**src/rtl/zq_sched_pkg.sv**
```systemverilog
package zq_sched_pkg;

  // fixed long-calibration window in clock cycles
  localparam int ZQ_OPER_CYC = 256;

  typedef enum logic [1:0] {
    WIN_INIT  = 2'd0,
    WIN_SHORT = 2'd1,
    WIN_LONG  = 2'd2
  } winSel_e;

  // strobes from control to datapath
  typedef struct packed {
    logic    tmrClr;
    logic    winLoad;
    logic    winClr;
    winSel_e winSel;
  } ctrlStrobe_t;

  function automatic int maxOf3(input int a, input int b, input int c);
    int m;
    m = (a > b) ? a : b;
    return (m > c) ? m : c;
  endfunction

endpackage

```
**src/rtl/zq_dpath.sv**
```systemverilog
module zq_dpath
  import zq_sched_pkg::*;
#(
  parameter int CYC_PER_US = 400,
  parameter int PERIOD_US  = 200,
  parameter int T_ZQINIT   = 512,
  parameter int T_ZQCS     = 64,
  parameter int REINIT_MIN = 4
) (
  input  logic        clk,
  input  logic        rstN,
  input  logic        initReq,
  input  ctrlStrobe_t strobe,
  output logic        periodHit,
  output logic        winLast,
  output logic        qualHit,
  output logic        calBusy
);

  localparam int WIN_MAX = maxOf3(T_ZQINIT, T_ZQCS, ZQ_OPER_CYC);
  localparam int WIN_W   = $clog2(WIN_MAX + 1);
  localparam int PRE_W   = $clog2(CYC_PER_US + 1);
  localparam int US_W    = $clog2(PERIOD_US + 1);
  localparam int Q_W     = $clog2(REINIT_MIN + 1);

  logic [PRE_W-1:0] preCnt;
  logic [US_W-1:0]  usCnt;
  logic [WIN_W-1:0] winCnt;
  logic [Q_W-1:0]   qCnt;
  logic             usTick;
  logic [WIN_W-1:0] winLen;

  // microsecond prescaler and period counter
  assign usTick    = (preCnt == PRE_W'(CYC_PER_US - 1));
  assign periodHit = usTick && (usCnt == US_W'(PERIOD_US - 1));

  always_ff @(posedge clk) begin
    if (!rstN || strobe.tmrClr) begin
      preCnt <= '0;
      usCnt  <= '0;
    end else if (usTick) begin
      preCnt <= '0;
      usCnt  <= periodHit ? '0 : usCnt + 1'b1;
    end else begin
      preCnt <= preCnt + 1'b1;
    end
  end

  // window length select
  always_comb begin
    unique case (strobe.winSel)
      WIN_INIT:  winLen = WIN_W'(T_ZQINIT);
      WIN_SHORT: winLen = WIN_W'(T_ZQCS);
      default:   winLen = WIN_W'(ZQ_OPER_CYC);
    endcase
  end

  always_ff @(posedge clk) begin
    if (!rstN || strobe.winClr)
      winCnt <= '0;
    else if (strobe.winLoad)
      winCnt <= winLen;
    else if (winCnt != '0)
      winCnt <= winCnt - 1'b1;
  end

  assign calBusy = (winCnt != '0);
  assign winLast = (winCnt == WIN_W'(1));

  // re-init qualifier: saturating run-length count of initReq
  always_ff @(posedge clk) begin
    if (!rstN || !initReq)
      qCnt <= '0;
    else if (qCnt != Q_W'(REINIT_MIN))
      qCnt <= qCnt + 1'b1;
  end

  assign qualHit = (qCnt == Q_W'(REINIT_MIN));

  // a loaded window is busy on the next cycle
  p_load_busy_r3: assert property (@(posedge clk) disable iff (!rstN)
    (strobe.winLoad && !strobe.winClr) |=> calBusy);

  // timer restart cannot hit on the following cycle
  p_restart_quiet_r4: assert property (@(posedge clk) disable iff (!rstN)
    strobe.tmrClr |=> !periodHit || (CYC_PER_US * PERIOD_US == 1));

  // qualification only while the input is still high
  p_qual_input_r7: assert property (@(posedge clk) disable iff (!rstN)
    $rose(qualHit) |-> $past(initReq));

endmodule

```
**src/rtl/zq_ctrl.sv**
```systemverilog
module zq_ctrl
  import zq_sched_pkg::*;
#(
  parameter bit LONG_PERIODIC = 1'b0,
  parameter bit USER_CAL_EN   = 1'b0
) (
  input  logic        clk,
  input  logic        rstN,
  input  logic        userReq,
  input  logic        calGnt,
  input  logic        periodHit,
  input  logic        winLast,
  input  logic        qualHit,
  input  logic        calBusy,
  output ctrlStrobe_t strobe,
  output logic        calReq,
  output logic        cmdType
);

  typedef enum logic [1:0] {
    ST_IDLE = 2'd0,
    ST_REQ  = 2'd1,
    ST_BUSY = 2'd2,
    ST_HOLD = 2'd3
  } state_e;

  state_e  state, stateNext;
  logic    needInit, needInitNext;
  logic    userTrig;
  logic    trig;
  winSel_e perSel;

  generate
    if (USER_CAL_EN) begin : g_user
      assign userTrig = userReq;
    end else begin : g_nouser
      assign userTrig = 1'b0;
    end
    if (LONG_PERIODIC) begin : g_long
      assign perSel = WIN_LONG;
    end else begin : g_short
      assign perSel = WIN_SHORT;
    end
  endgenerate

  assign trig = periodHit || userTrig;

  always_comb begin
    stateNext      = state;
    needInitNext   = needInit;
    strobe.tmrClr  = 1'b0;
    strobe.winLoad = 1'b0;
    strobe.winClr  = 1'b0;
    strobe.winSel  = needInit ? WIN_INIT : perSel;
    if (qualHit) begin
      stateNext     = ST_HOLD;
      needInitNext  = 1'b1;
      strobe.winClr = 1'b1;
      strobe.tmrClr = 1'b1;
    end else begin
      unique case (state)
        ST_HOLD: begin
          strobe.tmrClr = 1'b1;
          stateNext     = ST_REQ;
        end
        ST_IDLE: if (trig) stateNext = ST_REQ;
        ST_REQ: if (calGnt) begin
          stateNext      = ST_BUSY;
          strobe.winLoad = 1'b1;
          strobe.tmrClr  = 1'b1;
          needInitNext   = 1'b0;
        end
        default: if (winLast) stateNext = ST_IDLE;
      endcase
    end
  end

  always_ff @(posedge clk) begin
    if (!rstN) begin
      state    <= ST_HOLD;
      needInit <= 1'b1;
    end else begin
      state    <= stateNext;
      needInit <= needInitNext;
    end
  end

  assign calReq  = (state == ST_REQ);
  assign cmdType = needInit || LONG_PERIODIC;

  p_req_holds_r2: assert property (@(posedge clk) disable iff (!rstN)
    (calReq && !calGnt && !qualHit) |=> calReq);

  p_cmd_stable_r2: assert property (@(posedge clk) disable iff (!rstN)
    (calReq && !calGnt && !qualHit) |=> $stable(cmdType));

  p_no_req_busy_r6: assert property (@(posedge clk) disable iff (!rstN)
    !(calReq && calBusy));

  p_hold_quiet_r7: assert property (@(posedge clk) disable iff (!rstN)
    qualHit |=> (!calReq && !calBusy));

  p_first_long_r8: assert property (@(posedge clk) disable iff (!rstN)
    (calReq && $past(state) == ST_HOLD) |-> cmdType);

endmodule

```
**src/rtl/zq_cal_sched.sv**
```systemverilog
module zq_cal_sched
  import zq_sched_pkg::*;
#(
  parameter int CYC_PER_US    = 400,
  parameter int PERIOD_US     = 200,
  parameter int T_ZQINIT      = 512,
  parameter int T_ZQCS        = 64,
  parameter int REINIT_MIN    = 4,
  parameter bit LONG_PERIODIC = 1'b0,
  parameter bit USER_CAL_EN   = 1'b0
) (
  input  logic clk,
  input  logic rstN,
  input  logic initReq,
  input  logic userReq,
  input  logic calGnt,
  output logic calReq,
  output logic cmdType,
  output logic calBusy
);

  ctrlStrobe_t strobe;
  logic        periodHit;
  logic        winLast;
  logic        qualHit;

  zq_ctrl #(
    .LONG_PERIODIC(LONG_PERIODIC),
    .USER_CAL_EN  (USER_CAL_EN)
  ) i_ctrl (
    .clk      (clk),
    .rstN     (rstN),
    .userReq  (userReq),
    .calGnt   (calGnt),
    .periodHit(periodHit),
    .winLast  (winLast),
    .qualHit  (qualHit),
    .calBusy  (calBusy),
    .strobe   (strobe),
    .calReq   (calReq),
    .cmdType  (cmdType)
  );

  zq_dpath #(
    .CYC_PER_US(CYC_PER_US),
    .PERIOD_US (PERIOD_US),
    .T_ZQINIT  (T_ZQINIT),
    .T_ZQCS    (T_ZQCS),
    .REINIT_MIN(REINIT_MIN)
  ) i_dpath (
    .clk      (clk),
    .rstN     (rstN),
    .initReq  (initReq),
    .strobe   (strobe),
    .periodHit(periodHit),
    .winLast  (winLast),
    .qualHit  (qualHit),
    .calBusy  (calBusy)
  );

endmodule

```
**config.mk**
```make
export PLATFORM = sky130hd
export DESIGN_NAME = zq_cal_sched
export DESIGN_NICKNAME = d
export VERILOG_FILES = /design/src/rtl/zq_sched_pkg.sv /design/src/rtl/zq_dpath.sv /design/src/rtl/zq_ctrl.sv /design/src/rtl/zq_cal_sched.sv
export SDC_FILE = /design/constraint.sdc
export NUM_CORES = 1
export LEC_CHECK = 0
export BUFFER_PORTS_ARGS = -buffer_cell sky130_fd_sc_hd__buf_2
export CELL_PAD_IN_SITES_DETAIL_PLACEMENT = 2
export CELL_PAD_IN_SITES_GLOBAL_PLACEMENT = 2
export CORE_MARGIN = 5
export CORE_UTILIZATION = 40
export CTS_CLUSTER_DIAMETER = 60
export DETAILED_ROUTE_END_ITERATION = 8
export MAX_ROUTING_LAYER = met4
export PLACE_DENSITY_LB_ADDON = 0.25
export SLEW_MARGIN = 20
export SYNTH_ARGS = -nofsm -noshare
export SYNTH_HDL_FRONTEND = slang
export SYNTH_HIERARCHICAL = 1
export SYNTH_SLANG_ARGS = --single-unit
```
**constraint.sdc**
```tcl
create_clock -name clk -period 6.3 [get_ports clk]
set_input_delay 0.945 -clock clk [delete_from_list [all_inputs] [get_ports clk]]
set_output_delay 0.945 -clock clk [all_outputs]
set_load 0.01 [all_outputs]
```
==> flow_metrics.py <==
metrics = {
    "logic_synthesis": {
        "synth_cells": 206,
        "ys.flop_type": "dfxtp_1",
        "netlist-cell-type-count": 49,
        "synth_common_cells": "dfxtp_1, nor2_1, nand2_1, inv_1",
        "syn-num-nets": 221,
        "netlist_area_um2": 1740,
        "yosys.area.top_type": "dfxtp_1",
        "yosysTopAreaCellShare_pct": 37.9,
        "synth_edf_count": 0,
        "ys_seq_area_share_pct": 37.9,
        "ys_top_cells_by_area": "dfxtp_1, ha_1, nor2_1",
        "synth_seq_cells": 33,
        "async_reset_ff_share_pct": 0,
        "syn_area_per_cell_um2": 8.45,
        "ys_warn_count": 6,
        "yosysMostFrequentCell": "dfxtp_1",
    },
    "finish": {
        "fillers": 485,
        "nNetsFinal": 230,
        "multi_input_area_um2": 1010,
        "stdcell_area_um2": 1890,
        "seq_area_um2": 661,
        "area_growth_syn_to_layout_pct": 8.69,
        "layout-drive-gt1-share_pct": 10.2,
        "diodes": 0,
    },
    "cts": {
        "clock_latency_ns": 0.29,
        "cts.sinks": 33,
        "cts_buffers": 5,
        "ctsResizeCount": 0,
        "cts_hold_buf": 0,
        "postCtsSetupRepairBufs": 0,
        "cts_buffer_depth": 2,
        "path_clk_slew_ns": 0.07,
        "cts_root_buf": "clkbuf_8",
        "cts_max_level": 2,
        "cts_tree": "done",
    },
    "floorplanning": {
        "die_h_um": 76.0,
        "fp.dieW_um": 76.0,
        "fp.dieArea_um2": 5770,
        "core-area_um2": 4290,
        "rows": 24,
        "io_pins": 8,
        "initial_utilization_pct": 40.6,
    },
    "worst_setup_path": {
        "critical-path-slowest-cell": "nor3b_1",
        "cp-end-kind": "output pin",
        "required_ns": 5.35,
        "critPathKind": "reg2out",
        "path_cells": "inv_1 > ha_1 > nor3b_1 > nand3_1 > buf_2",
        "startpoint_type": "flop",
        "crit_fanout": 5,
        "arrival_ns": 2.00,
        "critical-path-max-stage-delay_ns": 0.51,
    },
    "placement": {
        "io_buffer_count": 6,
        "pre_cts_slack_ns": 3.68,
        "hpwl_um": 3450,
        "place_area_um2": 1810,
        "place_congestion": 0.855,
    },
    "sta": {
        "slew_headroom_pct": 56.4,
        "finalClockSkew_ns": 0.00391,
        "rsz0062_at_grt": "false",
        "tns_ns": 0,
        "tightest_slew_ns": 0.647,
        "hold_viol": 0,
        "min_period_ns": 2.94,
        "post-route-period-util_pct": 46.7,
        "setup_slack_ns": 3.36,
        "finalSetupViolCount": 0,
        "fmax_mhz": 340,
        "finalMaxSlewViolations": 0,
    },
    "hold_path": {
        "hp-class": "reg2reg",
    },
    "grt": {
        "grt_max_degree": 10,
        "grt_pass1_wl_um": 8180,
        "grt_pass1_vias": 1701,
        "gr-total-overflow": 0,
        "antenna_found_initial": 0,
        "grt_use_total_pct": 17.9,
    },
    "flow_run": {
        "drv_cap": 0,
    },
    "routing": {
        "vias": 1496,
        "drt_iter0_markers": 52,
        "ant_nets": 0,
        "post_drt_wl_per_cell_um": 17.1,
        "dr.pass1.iters": 4,
        "drc": 0,
        "vias_per_cell": 5.58,
        "drt-total-wl_um": 4570,
    },
    "run_status": {
        "run_status": "finished, final reports clean",
    },
    "power_and_ir_drop": {
        "vdd_drop_max_v": 0.000196,
        "powerDensity_nw_per_um2": 394,
        "cellLeakagePower_nw": 0.701,
    },
}
==> state kept, by name (all words and copies together) (netlist names) <==
| name | flops |
|---|---|
| i_dpath/winCnt | 10 |
| i_dpath/preCnt | 9 |
| i_dpath/usCnt | 8 |
| i_dpath/qCnt | 3 |
| i_ctrl/state | 2 |
| i_ctrl/cmdType | 1 |
==> critical path, delay by kind of cell, from the launching register on <==
family                     cells  cell delay [ns]
and+or+nand+nor                2             0.83
DFF                            1             0.35
buffers and inverters          2             0.31
adders and majority gates      1             0.20
==> report_power, final <==
part	switching (mW)	internal [mW]
logic	0.183	0.122
clock network	0.0786	0.0785
registers	0.0415	0.242
==> cells by family after synthesis <==
kind of cell    Yosys count  share of synthesized area (%)
compound gates           34                           13.4
xor+xnor                 13                           6.54
fa+ha+maj                10                           7.18
buf+inv                  16                           3.95
flops                    33                           37.9
mux                       1                          0.575
other cells               1                          0.215
simple gates             98                           30.2
==> layer usage <==
layer | wire, um | GRT usage (%) | up-vias
met2 | 2350 | 30.9 | 15
met4 | 91 | 5.52 | 0
met5 | 0 | - | -
met3 | 120 | 5.08 | 9
met1 | 2000 | 19.9 | 740
li1 | - | - | 732
==> final timing paths <==
path                                                     start                              to  slack [ns]  depth (start not counted)
worst max-delay path            i_dpath/winCnt[0]$_SDFFE_PP0P_                         calBusy        3.36                          5
worst min-delay path              i_dpath/preCnt[0]$_SDFF_PP0_    i_dpath/preCnt[0]$_SDFF_PP0_        0.48                          1
worst max register to register    i_dpath/qCnt[0]$_SDFFE_PP0N_  i_dpath/winCnt[7]$_SDFFE_PP0P_        3.96                          8
worst min register to register    i_dpath/preCnt[0]$_SDFF_PP0_    i_dpath/preCnt[0]$_SDFF_PP0_        0.48                          1
==> placed cells by master (no fill, tap or decap), types with 2 or more instances in the layout <==
master / Yosys / final
nor3_1: 4 / 4
a311oi_1: 2 / 2
or3_1: 6 / 6
ha_1: 10 / 10
o21ai_0: 6 / 6
nand4_1: 2 / 2
nor2_1: 31 / 31
dfxtp_1: 33 / 33
clkbuf_8: 0 / 5
buf_2: 1 / 6
inv_1: 12 / 12
a311o_1: 2 / 2
nor4_1: 3 / 3
o31ai_1: 2 / 2
xnor2_1: 10 / 10
a211oi_1: 2 / 2
a31oi_1: 3 / 3
nand2b_1: 6 / 6
xor2_1: 3 / 3
clkbuf_1: 1 / 3
and3_1: 3 / 3
a21oi_1: 10 / 10
nand2_1: 21 / 21
nand3_1: 6 / 6
==> layout make-up <==
| class | count | share of cell area [%] |
|---|---|---|
| well taps | 52 | 3.44 |
| flip-flops and latches | 33 | 34.9 |
| repair buffers | 6 | 1.59 |
| multi-input cells | 157 | 53.5 |
| inverters | 12 | 2.38 |
| clock buffers | 8 | 4.23 |
==> per-stage QoR <==
step                hold slack (ns)  util (%)  total power, mW  cells
floorplan                     0.418         -            0.500    206
global placement              0.429      42.2            0.557    260
detailed placement            0.473      42.2            0.592    260
CTS                           0.482      44.1            0.756    268
global route                  0.506      44.1            0.810    268
finish                        0.476      44.1            0.746    268
Note: power is estimated with default switching activity, not from simulation.
